<file path="src/rtl/idle_seq_pkg.sv">
// Shared types for the processor idle state sequencer.
// Assumes: request codes are 3 bits wide; sideband levels are kept active high internally.
package idle_seq_pkg;

    localparam int REQ_W  = 3;
    localparam int DUTY_W = 3;

    // Request codes seen on req_state
    typedef enum logic [REQ_W-1:0] {
        RQ_C0 = 3'd0,
        RQ_C2 = 3'd1,
        RQ_C3 = 3'd2,
        RQ_C4 = 3'd3,
        RQ_S1 = 3'd4
    } req_e;

    // Sequencer states
    typedef enum logic [2:0] {
        ST_C0,
        ST_ACK,
        ST_DPS,
        ST_CPU,
        ST_VLT,
        ST_SLP,
        ST_RES,
        ST_EXIT
    } seq_e;

    // Active-high view of the sideband outputs
    typedef struct packed {
        logic stpclk;
        logic dpslp;
        logic stpcpu;
        logic cpuslp;
        logic vlow;
        logic memblk;
    } side_t;

endpackage

</file>
<file path="src/rtl/idle_step_timer.sv">
// Down counter shared by the settle waits and the acknowledge timeout.
// A load takes priority; otherwise the count decrements until it reaches zero and holds there.
// Assumes: the caller loads before every wait it times.
module idle_step_timer #(
    parameter int CNT_W = 6
) (
    input  logic             clk,
    input  logic             rst_n,
    input  logic             load,
    input  logic [CNT_W-1:0] load_val,
    output logic             zero
);

    logic [CNT_W-1:0] cnt;

    // Load or count down toward zero
    always_ff @(posedge clk) begin
        if (!rst_n) begin
            cnt <= '0;
        end else if (load) begin
            cnt <= load_val;
        end else if (cnt != '0) begin
            cnt <= cnt - CNT_W'(1);
        end
    end

    assign zero = (cnt == '0);

endmodule

</file>
<file path="src/rtl/idle_event_latch.sv">
// Holds a posted state request and a wake event until the sequencer consumes them.
// A new request overwrites one still pending. Wake is dropped while in the full-on state.
// Assumes: req_take and wake_take are single-cycle consume strobes.
module idle_event_latch #(
    parameter int CODE_W = 3
) (
    input  logic              clk,
    input  logic              rst_n,
    input  logic              req_valid,
    input  logic [CODE_W-1:0] req_code,
    input  logic              req_take,
    input  logic              wake,
    input  logic              wake_take,
    input  logic              wake_flush,
    output logic              pend_vld,
    output logic [CODE_W-1:0] pend_code,
    output logic              wake_pend
);

    // Request holding register, newest request wins
    always_ff @(posedge clk) begin
        if (!rst_n) begin
            pend_vld  <= 1'b0;
            pend_code <= '0;
        end else if (req_valid) begin
            pend_vld  <= 1'b1;
            pend_code <= req_code;
        end else if (req_take) begin
            pend_vld  <= 1'b0;
        end
    end

    // Wake event flag, cleared when consumed or when already full-on
    always_ff @(posedge clk) begin
        if (!rst_n) begin
            wake_pend <= 1'b0;
        end else if (wake_take || wake_flush) begin
            wake_pend <= 1'b0;
        end else if (wake) begin
            wake_pend <= 1'b1;
        end
    end

endmodule

</file>
<file path="src/rtl/idle_throttle.sv">
// Full-on throttle pattern: eight slots of (period+1) cycles each. The first
// 'duty' slots request stop-clock. Duty zero or disable holds the pattern at its start.
// Assumes: period and duty are quasi-static while enabled.
module idle_throttle #(
    parameter int PER_W  = 8,
    parameter int SLOT_W = 3
) (
    input  logic              clk,
    input  logic              rst_n,
    input  logic              en,
    input  logic [SLOT_W-1:0] duty,
    input  logic [PER_W-1:0]  period,
    output logic              thr_on
);

    logic [PER_W-1:0]  pcnt;
    logic [SLOT_W-1:0] slot;
    logic              run;

    assign run = en && (duty != '0);

    // Slot length counter and slot index
    always_ff @(posedge clk) begin
        if (!rst_n || !run) begin
            pcnt <= period;
            slot <= '0;
        end else if (pcnt == '0) begin
            pcnt <= period;
            slot <= slot + SLOT_W'(1);
        end else begin
            pcnt <= pcnt - PER_W'(1);
        end
    end

    assign thr_on = run && (slot < duty);

endmodule

</file>
<file path="src/rtl/cpu_idle_seq.sv">
// Processor idle state sequencer top. In the full-on state it takes a held request
// and runs the entry steps: stop-clock, acknowledge wait, deep-sleep plus memory
// block, clock stop, voltage lower. A settle count separates the steps. A wake
// releases the deepest asserted output one step at a time.
// Assumes: sg_ack and wake are synchronous to clk; all sideband outputs are registered.
module cpu_idle_seq
    import idle_seq_pkg::*;
#(
    parameter int SET_W = 4,
    parameter int TO_W  = 6,
    parameter int PER_W = 8
) (
    input  logic             clk,
    input  logic             rst_n,
    input  logic             req_valid,
    input  logic [2:0]       req_state,
    input  logic             s1_sleep_en,
    input  logic [2:0]       thr_duty,
    input  logic [PER_W-1:0] thr_period,
    input  logic [SET_W-1:0] settle,
    input  logic [TO_W-1:0]  ack_timeout,
    input  logic             sg_ack,
    input  logic             wake,
    output logic             stpclk_n,
    output logic             dpslp_n,
    output logic             stpcpu_n,
    output logic             cpuslp_n,
    output logic             vlow_n,
    output logic             mem_block,
    output logic             seq_err
);

    localparam int CNT_W = (SET_W > TO_W) ? SET_W : TO_W;

    seq_e              st, st_nx;
    side_t             q, q_nx;
    logic [REQ_W-1:0]  tgt, tgt_nx;
    logic              err_q, err_nx;
    logic              tmr_ld, tmr_zero;
    logic [CNT_W-1:0]  tmr_val, settle_ext, tmo_ext;
    logic              req_take, wake_take;
    logic              pend_vld, wake_pend;
    logic [REQ_W-1:0]  pend_code;
    logic              thr_on;

    assign settle_ext = CNT_W'(settle);
    assign tmo_ext    = CNT_W'(ack_timeout);

    idle_event_latch #(.CODE_W(REQ_W)) u_evt (
        .clk        (clk),
        .rst_n      (rst_n),
        .req_valid  (req_valid),
        .req_code   (req_state),
        .req_take   (req_take),
        .wake       (wake),
        .wake_take  (wake_take),
        .wake_flush (st == ST_C0),
        .pend_vld   (pend_vld),
        .pend_code  (pend_code),
        .wake_pend  (wake_pend)
    );

    idle_step_timer #(.CNT_W(CNT_W)) u_tmr (
        .clk      (clk),
        .rst_n    (rst_n),
        .load     (tmr_ld),
        .load_val (tmr_val),
        .zero     (tmr_zero)
    );

    idle_throttle #(.PER_W(PER_W), .SLOT_W(DUTY_W)) u_thr (
        .clk    (clk),
        .rst_n  (rst_n),
        .en     (st == ST_C0),
        .duty   (thr_duty),
        .period (thr_period),
        .thr_on (thr_on)
    );

    // Next state, next sideband levels and timer control
    always_comb begin
        st_nx     = st;
        q_nx      = q;
        tgt_nx    = tgt;
        err_nx    = err_q;
        tmr_ld    = 1'b0;
        tmr_val   = settle_ext;
        req_take  = 1'b0;
        wake_take = 1'b0;
        case (st)
            ST_C0: begin
                q_nx.stpclk = thr_on;
                if (pend_vld) begin
                    req_take = 1'b1;
                    case (pend_code)
                        RQ_C2, RQ_C3, RQ_C4, RQ_S1: begin
                            q_nx.stpclk = 1'b1;
                            tmr_ld      = 1'b1;
                            tmr_val     = tmo_ext;
                            tgt_nx      = pend_code;
                            err_nx      = 1'b0;
                            st_nx       = ST_ACK;
                        end
                        default: ;
                    endcase
                end
            end
            ST_ACK: begin
                if (sg_ack) begin
                    tmr_ld = 1'b1;
                    case (tgt)
                        RQ_C3, RQ_C4: st_nx = ST_DPS;
                        RQ_S1:        st_nx = s1_sleep_en ? ST_SLP : ST_RES;
                        default:      st_nx = ST_RES;
                    endcase
                end else if (tmr_zero) begin
                    q_nx.stpclk = 1'b0;
                    err_nx      = 1'b1;
                    st_nx       = ST_C0;
                end
            end
            ST_DPS: begin
                if (tmr_zero) begin
                    q_nx.dpslp  = 1'b1;
                    q_nx.memblk = 1'b1;
                    tmr_ld      = 1'b1;
                    st_nx       = ST_CPU;
                end
            end
            ST_CPU: begin
                if (tmr_zero) begin
                    q_nx.stpcpu = 1'b1;
                    tmr_ld      = 1'b1;
                    st_nx       = (tgt == RQ_C4) ? ST_VLT : ST_RES;
                end
            end
            ST_VLT: begin
                if (tmr_zero) begin
                    q_nx.vlow = 1'b1;
                    st_nx     = ST_RES;
                end
            end
            ST_SLP: begin
                if (tmr_zero) begin
                    q_nx.cpuslp = 1'b1;
                    st_nx       = ST_RES;
                end
            end
            ST_RES: begin
                if (wake_pend) begin
                    wake_take = 1'b1;
                    tmr_ld    = 1'b1;
                    st_nx     = ST_EXIT;
                end
            end
            ST_EXIT: begin
                if (tmr_zero) begin
                    tmr_ld = 1'b1;
                    if (q.vlow) begin
                        q_nx.vlow = 1'b0;
                    end else if (q.stpcpu) begin
                        q_nx.stpcpu = 1'b0;
                    end else if (q.dpslp) begin
                        q_nx.dpslp  = 1'b0;
                        q_nx.memblk = 1'b0;
                    end else if (q.cpuslp) begin
                        q_nx.cpuslp = 1'b0;
                    end else begin
                        q_nx.stpclk = 1'b0;
                        st_nx       = ST_C0;
                    end
                end
            end
            default: st_nx = ST_C0;
        endcase
    end

    // State, sideband and error registers
    always_ff @(posedge clk) begin
        if (!rst_n) begin
            st    <= ST_C0;
            q     <= '0;
            tgt   <= RQ_C0;
            err_q <= 1'b0;
        end else begin
            st    <= st_nx;
            q     <= q_nx;
            tgt   <= tgt_nx;
            err_q <= err_nx;
        end
    end

    assign stpclk_n  = ~q.stpclk;
    assign dpslp_n   = ~q.dpslp;
    assign stpcpu_n  = ~q.stpcpu;
    assign cpuslp_n  = ~q.cpuslp;
    assign vlow_n    = ~q.vlow;
    assign mem_block = q.memblk;
    assign seq_err   = err_q;

endmodule

</file>
<file path="config.mk">
export PLATFORM = sky130hd
export DESIGN_NAME = cpu_idle_seq
export DESIGN_NICKNAME = d
export VERILOG_FILES = /design/src/rtl/idle_seq_pkg.sv /design/src/rtl/idle_step_timer.sv /design/src/rtl/idle_event_latch.sv /design/src/rtl/idle_throttle.sv /design/src/rtl/cpu_idle_seq.sv
export SDC_FILE = /design/constraint.sdc
export NUM_CORES = 1
export LEC_CHECK = 0
export BUFFER_PORTS_ARGS = -buffer_cell sky130_fd_sc_hd__buf_2
export CAP_MARGIN = 20
export CORE_ASPECT_RATIO = 0.8
export CORE_UTILIZATION = 40
export CTS_CLUSTER_DIAMETER = 50
export DETAILED_ROUTE_END_ITERATION = 7
export GPL_ROUTABILITY_DRIVEN = 0
export PLACE_DENSITY = 0.57
export SYNTH_ARGS = -nofsm -noshare
export SYNTH_HDL_FRONTEND = slang
export SYNTH_SLANG_ARGS = --single-unit
</file>
<file path="constraint.sdc">
create_clock -name clk -period 2.6 [get_ports clk]
set_clock_uncertainty 0.15 [all_clocks]
set_input_delay 0.39 -clock clk [delete_from_list [all_inputs] [get_ports clk]]
set_output_delay 0.39 -clock clk [all_outputs]
set_load 0.05 [all_outputs]
</file>
==> impl_metrics.tcl <==
set metrics [dict create \
    endpoint_kind "register" \
    finalNonFillerCells 331 \
    drcViolationCount 0 \
    drv_cap 0 \
    cts-resized-gates 0 \
    postCtsSetupBuffers 0 \
    core-area_mm2 0.00501 \
    finalHoldViolCount 0 \
    synth.avg_cell_area_um2 8.99 \
    synth_fp_nets 267 \
    cts_tree "done" \
    clock_insertion_delay_worst_skew_ns 0.29 \
    grt_max_degree 23 \
    whs_endpoint "u_thr.pcnt[2]" \
    period_share_pct 81.5 \
    drive_gt1_share_pct 22.7 \
    worstReg2RegStart "st[2]" \
    worstSetupPathType "register to register" \
    num_vias 1841 \
    yosysSeqAreaShare_pct 33.8 \
    hold_class "input port to register" \
    dr.pass1.iters 4 \
    synth_xor_area_share_pct 4.22 \
    cts_buffer_depth 2 \
    cts_root_buffer "clkbuf_8" \
    crit_arrival_ns 2.16 \
    syn-cell-area_mm2 0.00208 \
    htreeDepth 2 \
    synth_top_family_by_area "compound AO/OA/AOI/OAI gates" \
    dp_hpwl_um 3590 \
    grt_pass1_wl_um 8250 \
    worst_pin_slew_ns 0.764 \
    synth_cells 231 \
    synth.top_cell.area_share_pct 33.8 \
    fin_setup_tns_ns 0 \
    yosys.area.top_type "dfxtp_1" \
    critPathLaunchType "register" \
    cts_num_sinks 35 \
    fmaxAchievable_ghz 0.472 \
    cp_max_fo 22 \
    synthMuxAreaShare_pct 5.24 \
    antenna_found_initial 0 \
    hp-start "thr_period[2]" \
    drv_slew 0 \
    r2r_cells 4 \
    synth-simple-area-share_pct 23.0 \
    die_area_mm2 0.00548 \
    synth_edf_count 0 \
    fin_nets 304 \
    synth-async-reset-ratio_pct 0 \
    overflow 0 \
    yosysWarnings 0 \
    synth_fa_ha_area_share_pct 3.62 \
    cts_buffers 5 \
    timing.rr.end "u_tmr.cnt[1]" \
    drt_wl_total_um 4830 \
    rrSetupSlack_ns 0.48 \
    synth_compound_gate_area_share_pct 24.1 \
    io_buffers 36 \
    worst_hold_path.num_cells 2 \
    drt_iter0_drc 174 \
    final_cell_mix "buf_2 (36), dfxtp_1 (35), a21oi_1 (17)" \
    grt_pass1_vias 1634 \
    final_common_cell "buf_2" \
    slew_headroom_pct 49.0 \
    postCtsHoldBufs 0 \
    place_inst 323 \
    die_w_um 82.5 \
    fp.dieH_um 66.4 \
    synth_ff_type "dfxtp_1" \
    power.density_mw_per_mm2 1040 \
    p_leak_uw 0.000954 \
    wl_per_cell_um 14.6 \
    finalSetupViolations 0 \
    synthTopCellsByArea "dfxtp_1 (34%), a21oi_1 (4.1%), ha_1 (3.6%)" \
    syn_to_final_growth_pct 15.2 \
    vdd_drop_max_uv 689 \
    rows 23 \
    via_per_inst 5.56 \
    io_pins 37 \
    fillCellCount 486 \
    start_util_pct 41.5 \
    ant_nets 0 \
    status "finished, final reports clean" \
    cp_data_required_time_ns 2.64 \
    grt.total_usage_pct 20.0 \
    ys_ff_latch 35 \
    n_antenna_cell 0 \
    clk_pin_slew_ns 0.07 \
    rsz0062_at_grt "false" \
    ys_types 62 \
    fin_crit_ns 2.12 \
]
[report_power, final]
group / switching, uW / leakage [uW] / total, uW / internal, uW
Sequential: 215 / 0.000288 / 904 / 689
Clock: 196 / 0.0000422 / 384 / 188
Combinational: 678 / 0.000624 / 1200 / 523
Total: 1090 / 0.000954 / 2490 / 1400
[worst max-delay path, stage by stage (launching register included)]
cell and delay, ns:
dfxtp_1 0.82, inv_1 0.32, o2111ai_4 0.34, a31oi_1 0.16, a221oi_2 0.23
[state kept, by name, summed over array words and instances (netlist names)]
| register | count |
|---|---|
| tgt | 3 |
| seq_err | 1 |
| u_thr.pcnt | 8 |
| u_evt.wake_pend | 1 |
| q | 5 |
| u_evt.pend_code | 3 |
| u_tmr.cnt | 6 |
| st | 3 |
| mem_block | 1 |
| u_thr.slot | 3 |
| u_evt.pend_vld | 1 |
[synthesized netlist by cell type (3+ instances only)]
library cell,instances
a21oi_1,17
a221oi_2,3
a31oi_1,5
a41oi_1,3
and4_1,3
buf_2,4
clkbuf_1,3
dfxtp_1,35
ha_1,6
inv_1,15
mux2_1,6
mux2i_1,3
nand2_1,12
nand2b_1,3
nand3_1,6
nand4_1,4
nor2_1,13
nor2b_1,3
nor3_1,10
nor4_1,3
o2111ai_1,4
o21a_1,3
o21ai_0,5
o21ai_1,4
o31ai_1,3
or3_1,3
xnor2_1,5
xor2_1,5
[layer usage]
layer | up-vias | global-route usage [%] | wire length, um
met2 | 40 | 27.4 | 1890
met4 | 0 | 5.82 | 52
met1 | 851 | 30.5 | 2640
li1 | 944 | - | -
met5 | - | 0 | 0
met3 | 6 | 4.28 | 243
[cell families after synthesis]
kind of cell | count (synthesis)
AND/OR/NAND/NOR | 78
AO/OA/AOI/OAI | 64
XOR/XNOR | 10
multiplexers | 10
flip-flops | 35
adder cells (fa/ha/maj) | 6
buffers and inverters | 28
[how the worst max path moves through the flow]
stage	start	to	slack [ns]	depth (start not counted)
finish	st[2]	u_tmr.cnt[1]	0.48	4
global route	st[2]	u_tmr.cnt[5]	0.23	4
CTS	st[2]	u_tmr.cnt[5]	0.49	4
detailed placement	st[2]	u_tmr.cnt[5]	0.51	4
global placement	st[2]	u_tmr.cnt[5]	0.56	4
floorplan	u_tmr.cnt[0]	u_tmr.cnt[3]	0.75	7
[through the flow]
stage | instance area [um^2] | total power, uW | setup WS (ns) | utilization, % | hold WS, ns
finish | 2390 | 2490 | 0.481 | 47.8 | 0.156
global route | 2390 | 2690 | 0.227 | 47.8 | 0.160
CTS | 2390 | 2490 | 0.489 | 47.8 | 0.152
detailed placement | 2310 | 2100 | 0.513 | 46.1 | 0.328
global placement | 2310 | 2100 | 0.558 | 46.1 | 0.327
floorplan | 2080 | 1840 | 0.747 | - | 0.299
[final cells by class]
class	count	area, um^2	area share (%)
clock buffer	7	76.3	3.19
inverter	17	63.8	2.67
timing repair buffer	41	218	9.11
sequential	35	701	29.3
clock inverter	1	5.00	0.209
multi-input combinational	168	1250	52.3
tap	62	77.6	3.24
Note: power is estimated with default switching activity, not from simulation.
